[src/rtl/psq_pkg.sv]
`timescale 1ns/1ps
package psq_pkg;

    typedef enum logic [2:0] {
        PH_HOLD,
        PH_SETTLE,
        PH_PROBE,
        PH_RUN,
        PH_TRIPPED
    } phase_e;

    typedef struct packed {
        logic standby;
        logic uvlo;
        logic ovt;
    } prot_flags_t;

    // bits needed to hold the value n
    function automatic int unsigned bits_for(int unsigned n);
        return (n < 2) ? 1 : $clog2(n + 1);
    endfunction

    function automatic int unsigned max2(int unsigned a, int unsigned b);
        return (a > b) ? a : b;
    endfunction

endpackage

[src/rtl/psq_prot_merge.sv]
`timescale 1ns/1ps
module psq_prot_merge
    import psq_pkg::*;
(
    input  prot_flags_t flags,
    output logic        any_trip,
    output logic        latch_clear
);
    always_comb begin
        any_trip    = flags.standby | flags.uvlo | flags.ovt;
        // standby or collapsing supply are the only ways out of a latched fault
        latch_clear = flags.standby | flags.uvlo;
    end
endmodule

[src/rtl/psq_interval_timer.sv]
`timescale 1ns/1ps
module psq_interval_timer #(
    parameter int unsigned LW = 4
) (
    input  logic          clk,
    input  logic          rst,
    input  logic          restart,
    input  logic [LW-1:0] limit,
    output logic          expired
);
    logic [LW-1:0] cnt_q;

    assign expired = (cnt_q == limit - LW'(1));

    always_ff @(posedge clk) begin
        if (rst || restart)
            cnt_q <= '0;
        else if (!expired)
            cnt_q <= cnt_q + LW'(1);
    end
endmodule

[src/rtl/psq_restart_seq.sv]
`timescale 1ns/1ps
module psq_restart_seq
    import psq_pkg::*;
#(
    parameter int unsigned SETTLE_CYC = 28000,
    parameter int unsigned PROBE_CYC  = 1100
) (
    input  logic clk,
    input  logic rst,
    input  logic standby_i,
    input  logic uvlo_i,
    input  logic ovt_i,
    input  logic out_disable_i,
    input  logic gnd_fault_i,
    output logic drive_permit_o,
    output logic pos_reset_o,
    output logic fault_latched_o
);
    localparam int unsigned LW = bits_for(max2(SETTLE_CYC, PROBE_CYC));
    localparam logic [LW-1:0] SETTLE_LIM = LW'(SETTLE_CYC);
    localparam logic [LW-1:0] PROBE_LIM  = LW'(PROBE_CYC);

    phase_e      ph_q, ph_d;
    prot_flags_t flags;
    logic        trip, clr, expired, restart;
    logic [LW-1:0] limit;

    assign flags = '{standby: standby_i, uvlo: uvlo_i, ovt: ovt_i};

    psq_prot_merge u_merge (
        .flags      (flags),
        .any_trip   (trip),
        .latch_clear(clr)
    );

    assign limit   = (ph_q == PH_PROBE) ? PROBE_LIM : SETTLE_LIM;
    assign restart = (ph_d != ph_q);

    psq_interval_timer #(.LW(LW)) u_timer (
        .clk    (clk),
        .rst    (rst),
        .restart(restart),
        .limit  (limit),
        .expired(expired)
    );

    always_comb begin
        ph_d = ph_q;
        unique case (ph_q)
            PH_HOLD:    if (!trip) ph_d = PH_SETTLE;
            PH_SETTLE:  if (trip) ph_d = PH_HOLD;
                        else if (expired) ph_d = PH_PROBE;
            PH_PROBE:   if (trip) ph_d = PH_HOLD;
                        else if (gnd_fault_i) ph_d = PH_TRIPPED;
                        else if (expired) ph_d = PH_RUN;
            PH_RUN:     if (trip) ph_d = PH_HOLD;
            PH_TRIPPED: if (clr) ph_d = PH_HOLD;
            default:    ph_d = PH_HOLD;
        endcase
    end

    always_ff @(posedge clk) begin
        if (rst) ph_q <= PH_HOLD;
        else     ph_q <= ph_d;
    end

    assign drive_permit_o  = (ph_q == PH_RUN) && !trip && !out_disable_i;
    assign pos_reset_o     = trip;
    assign fault_latched_o = (ph_q == PH_TRIPPED);
endmodule

[config.mk]
export PLATFORM = sky130hd
export DESIGN_NAME = psq_restart_seq
export DESIGN_NICKNAME = d
export VERILOG_FILES = /design/src/rtl/psq_pkg.sv /design/src/rtl/psq_prot_merge.sv /design/src/rtl/psq_interval_timer.sv /design/src/rtl/psq_restart_seq.sv
export SDC_FILE = /design/constraint.sdc
export NUM_CORES = 1
export LEC_CHECK = 0
export BUFFER_PORTS_ARGS = -buffer_cell sky130_fd_sc_hd__buf_2
export CAP_MARGIN = 40
export CORE_MARGIN = 2
export CORE_UTILIZATION = 43
export DETAILED_ROUTE_END_ITERATION = 8
export PLACE_DENSITY = 0.58
export SYNTH_ARGS = -nofsm -noshare
export SYNTH_HDL_FRONTEND = slang
export SYNTH_SLANG_ARGS = --single-unit
[constraint.sdc]
create_clock -name clk -period 3.8 [get_ports clk]
set_input_delay 0.38 -clock clk [delete_from_list [all_inputs] [get_ports clk]]
set_output_delay 0.38 -clock clk [all_outputs]
set_load 0.1 [all_outputs]
==> results.toml <==
[status]
outcome = "complete, no violations"

[grt]
grt_max_degree = 16
antenna_violations_before_repair = 0
grt_pass1_vias = 776
grt_first_pass_wirelength_microns = 3600
overflow = 0
grt.total_usage_pct = 17.5

[job]
max_cap_violations = 0

[logic_synthesis]
synth_fa_ha_area_share_pct = 1.20
synth.largest_area_cell = "dfxtp_1"
yosysUniqueCellTypes = 35
yosysTopAreaCellShare_pct = 34.4
synthSimpleGateAreaFrac_pct = 34.2
yosysWarnings = 0
synth_top_family_by_area = "simple AND/OR/NAND/NOR gates"
synthTopCellsByArea = "dfxtp_1 (34%), nor3_2 (9.6%), xor2_1 (6.7%), xnor2_1 (5.0%), nor2_1 (3.6%)"
synth-compound-area-share_pct = 12.7
synth_sequential_area_ratio_pct = 34.4
yosys_register_bits = 18
syn-num-nets = 120
synth-xor-area-share_pct = 11.7
muxShareOfSynthArea_pct = 0.957
synthesis.area_sq_um = 1050
synth_cells = 112
syn_avg_cell_area_sq_um = 9.34

[timing]
period_needed_ps = 2170
setup_tns_ps = 0
fmax_ghz = 0.460
timing.slew.headroom_pct = 42.2
maxSlewViolCount = 0
fin_worst_setup_slack_ps = 1630
unrepaired_setup_endpoints_after_global_routing = "false"
timing_worst_slew_pin_value_ps = 867
post-route-period-util_pct = 57.2
report.final.hold_viol_count = 0
finClkSkew_ps = 4.40
setup_viol = 0

[detailed_routing]
route.antenna.remaining_nets = 0
wire_per_inst_microns = 13.0
drt_iter0_drc = 14
detail_route.vias_per_cell = 5.53
detail_route.drc_violations = 0
wl_microns = 1930
vias = 818
dr.pass1.iters = 5

[layout]
number_of_antenna_cells_inserted = 0
fin_nets = 129
syn_to_final_growth_pct = 6.70
final_standard_cell_area_without_fillers_sq_um = 1120
fraction_of_layout_instances_using_a_drive_strength_above_1_pct = 28.3

[place]
place_worst_setup_slack_ps = 1650
hpwl_microns = 1360
io_buffer_count = 9
dpl-instance-area_sq_um = 1080
gp_congestion = 0.744

[die]
fp-row-count = 17
die_area_sq_um = 2840
coreArea_sq_um = 2250
fp.dieH_microns = 53.3
initial_utilization_pct = 46.4
num_io_pins = 10
die_w_microns = 53.3

[critical_path]
critical_path_class = "reg -> reg"
critPathArrivalTime_ps = 2320
timing.critical_path.from_type = "flop"
path_max_fanout = 15
timing.critical_path.required_ps = 3950
r2r_setup_slack_ps = 1630
endpoint_kind = "flop"

[clocking]
cts_tree = "built"
clock_sinks = 18
cts_max_path_bufs = 2
htreeDepth = 1
clk_root_buffer_cell = "clkbuf_4"
postCtsSetupRepairBufs = 0
cts_made_buffers = 3
number_of_hold_buffers_added_after_cts = 0
clk_latency_ps = 290
cts_resized = 0
clk_transition_reported_paths_ps = 110

[worst_hold_path]
worstHoldPathType = "in -> reg"

[power]
powerDensity_nw_per_um2 = 305
leakage_nw = 0.374
vdd.ir_drop.worst_uv = 228
==> through the flow <==
step | hold WS, ps | utilization [%] | instances | total power [W]
after floorplan | 456 | - | 112 | 0.000221
after global placement | 557 | 47.9 | 144 | 0.000227
after detailed placement | 546 | 47.9 | 144 | 0.000227
after CTS | 296 | 49.5 | 148 | 0.000345
after global routing | 293 | 49.5 | 148 | 0.000360
final | 303 | 49.5 | 148 | 0.000341
==> layout by cell type (no fill, tap or decap), types with 2 or more instances in the layout <==
cell type / n
a21oi_1: 2
a21oi_4: 2
buf_2: 9
clkbuf_4: 3
dfxtp_1: 18
nand2_1: 9
nand3_1: 5
nand4_1: 5
nor2_1: 10
nor3_1: 7
nor3_2: 10
nor3b_1: 2
o21ai_0: 3
o21ai_2: 2
xnor2_1: 6
xor2_1: 8
==> worst paths after layout <==
| check | from | endpoint | cells after the start |
|---|---|---|---|
| worst min-delay path | rst | ph_q[0] | 2 |
| worst min register to register | u_timer.cnt_q[5] | u_timer.cnt_q[5] | 2 |
| worst max register to register | ph_q[0] | u_timer.cnt_q[8] | 6 |
| worst max-delay path | ph_q[0] | u_timer.cnt_q[8] | 6 |
==> final cells by class <==
type | count | area (sq um)
multi-input cells | 88 | 636
flip-flops and latches | 18 | 360
clock buffers | 4 | 36.3
well taps | 28 | 35.0
fillers | 227 | 1140
repair buffers | 9 | 45.0
inverters | 1 | 3.75
==> layer usage <==
metal	GRT usage [%]	up-vias	routed length, microns	part of all wire, %
met4	6.41	0	17	0.88
met5	0	-	0	0
li1	-	419	-	-
met2	28.4	14	909	47
met1	22.6	383	939	49
met3	3.39	2	62	3.2
==> sequential cells by signal (all words and copies together), names as in the netlist <==
signal         flops
u_timer.cnt_q     15
ph_q               3
==> cell usage after synthesis <==
| master | n |
|---|---|
| nand4_1 | 5 |
| and4_2 | 1 |
| a2111oi_1 | 1 |
| buf_2 | 1 |
| a211o_1 | 1 |
| a21oi_1 | 2 |
| xor2_1 | 8 |
| mux2i_1 | 1 |
| a221oi_2 | 1 |
| nand2b_1 | 1 |
| nand2_1 | 9 |
| and2b_2 | 1 |
| a21oi_4 | 2 |
| a211oi_1 | 1 |
| nor4_2 | 1 |
| ha_1 | 1 |
| nor3_2 | 10 |
| buf_6 | 3 |
| or3_4 | 1 |
| a21oi_2 | 1 |
| nor4bb_1 | 1 |
| a21o_1 | 1 |
| nand3_1 | 5 |
| dfxtp_1 | 18 |
| buf_4 | 1 |
| o21ai_2 | 2 |
| xnor2_1 | 6 |
| and3_1 | 1 |
| inv_1 | 1 |
| or2_4 | 1 |
| nor3_1 | 7 |
| nor3b_1 | 2 |
| or3_1 | 1 |
| nor2_1 | 10 |
| o21ai_0 | 3 |
==> logic make-up after synthesis <==
logic type      count (synthesis)
fa+ha+maj                       1
buf+inv                         6
simple gates                   57
mux                             1
compound gates                 15
xor+xnor                       14
flops                          18
==> power by group <==
| part | leakage [nW] | internal [W] | switching (W) |
|---|---|---|---|
| sequential | 0.146 | 0.000192 | 0.00000350 |
| clock | 0.0210 | 0.0000583 | 0.0000593 |
| combinational | 0.208 | 0.0000103 | 0.0000177 |
| total | 0.374 | 0.000260 | 0.0000805 |
==> critical path, stage by stage (launching register included) <==
cell,delay [ps]
dfxtp_1,550
nor2_1,120
a211o_1,340
a21oi_4,300
o21ai_2,110
a21oi_4,480
nor3_1,120
Note: power is estimated with default switching activity, not from simulation.
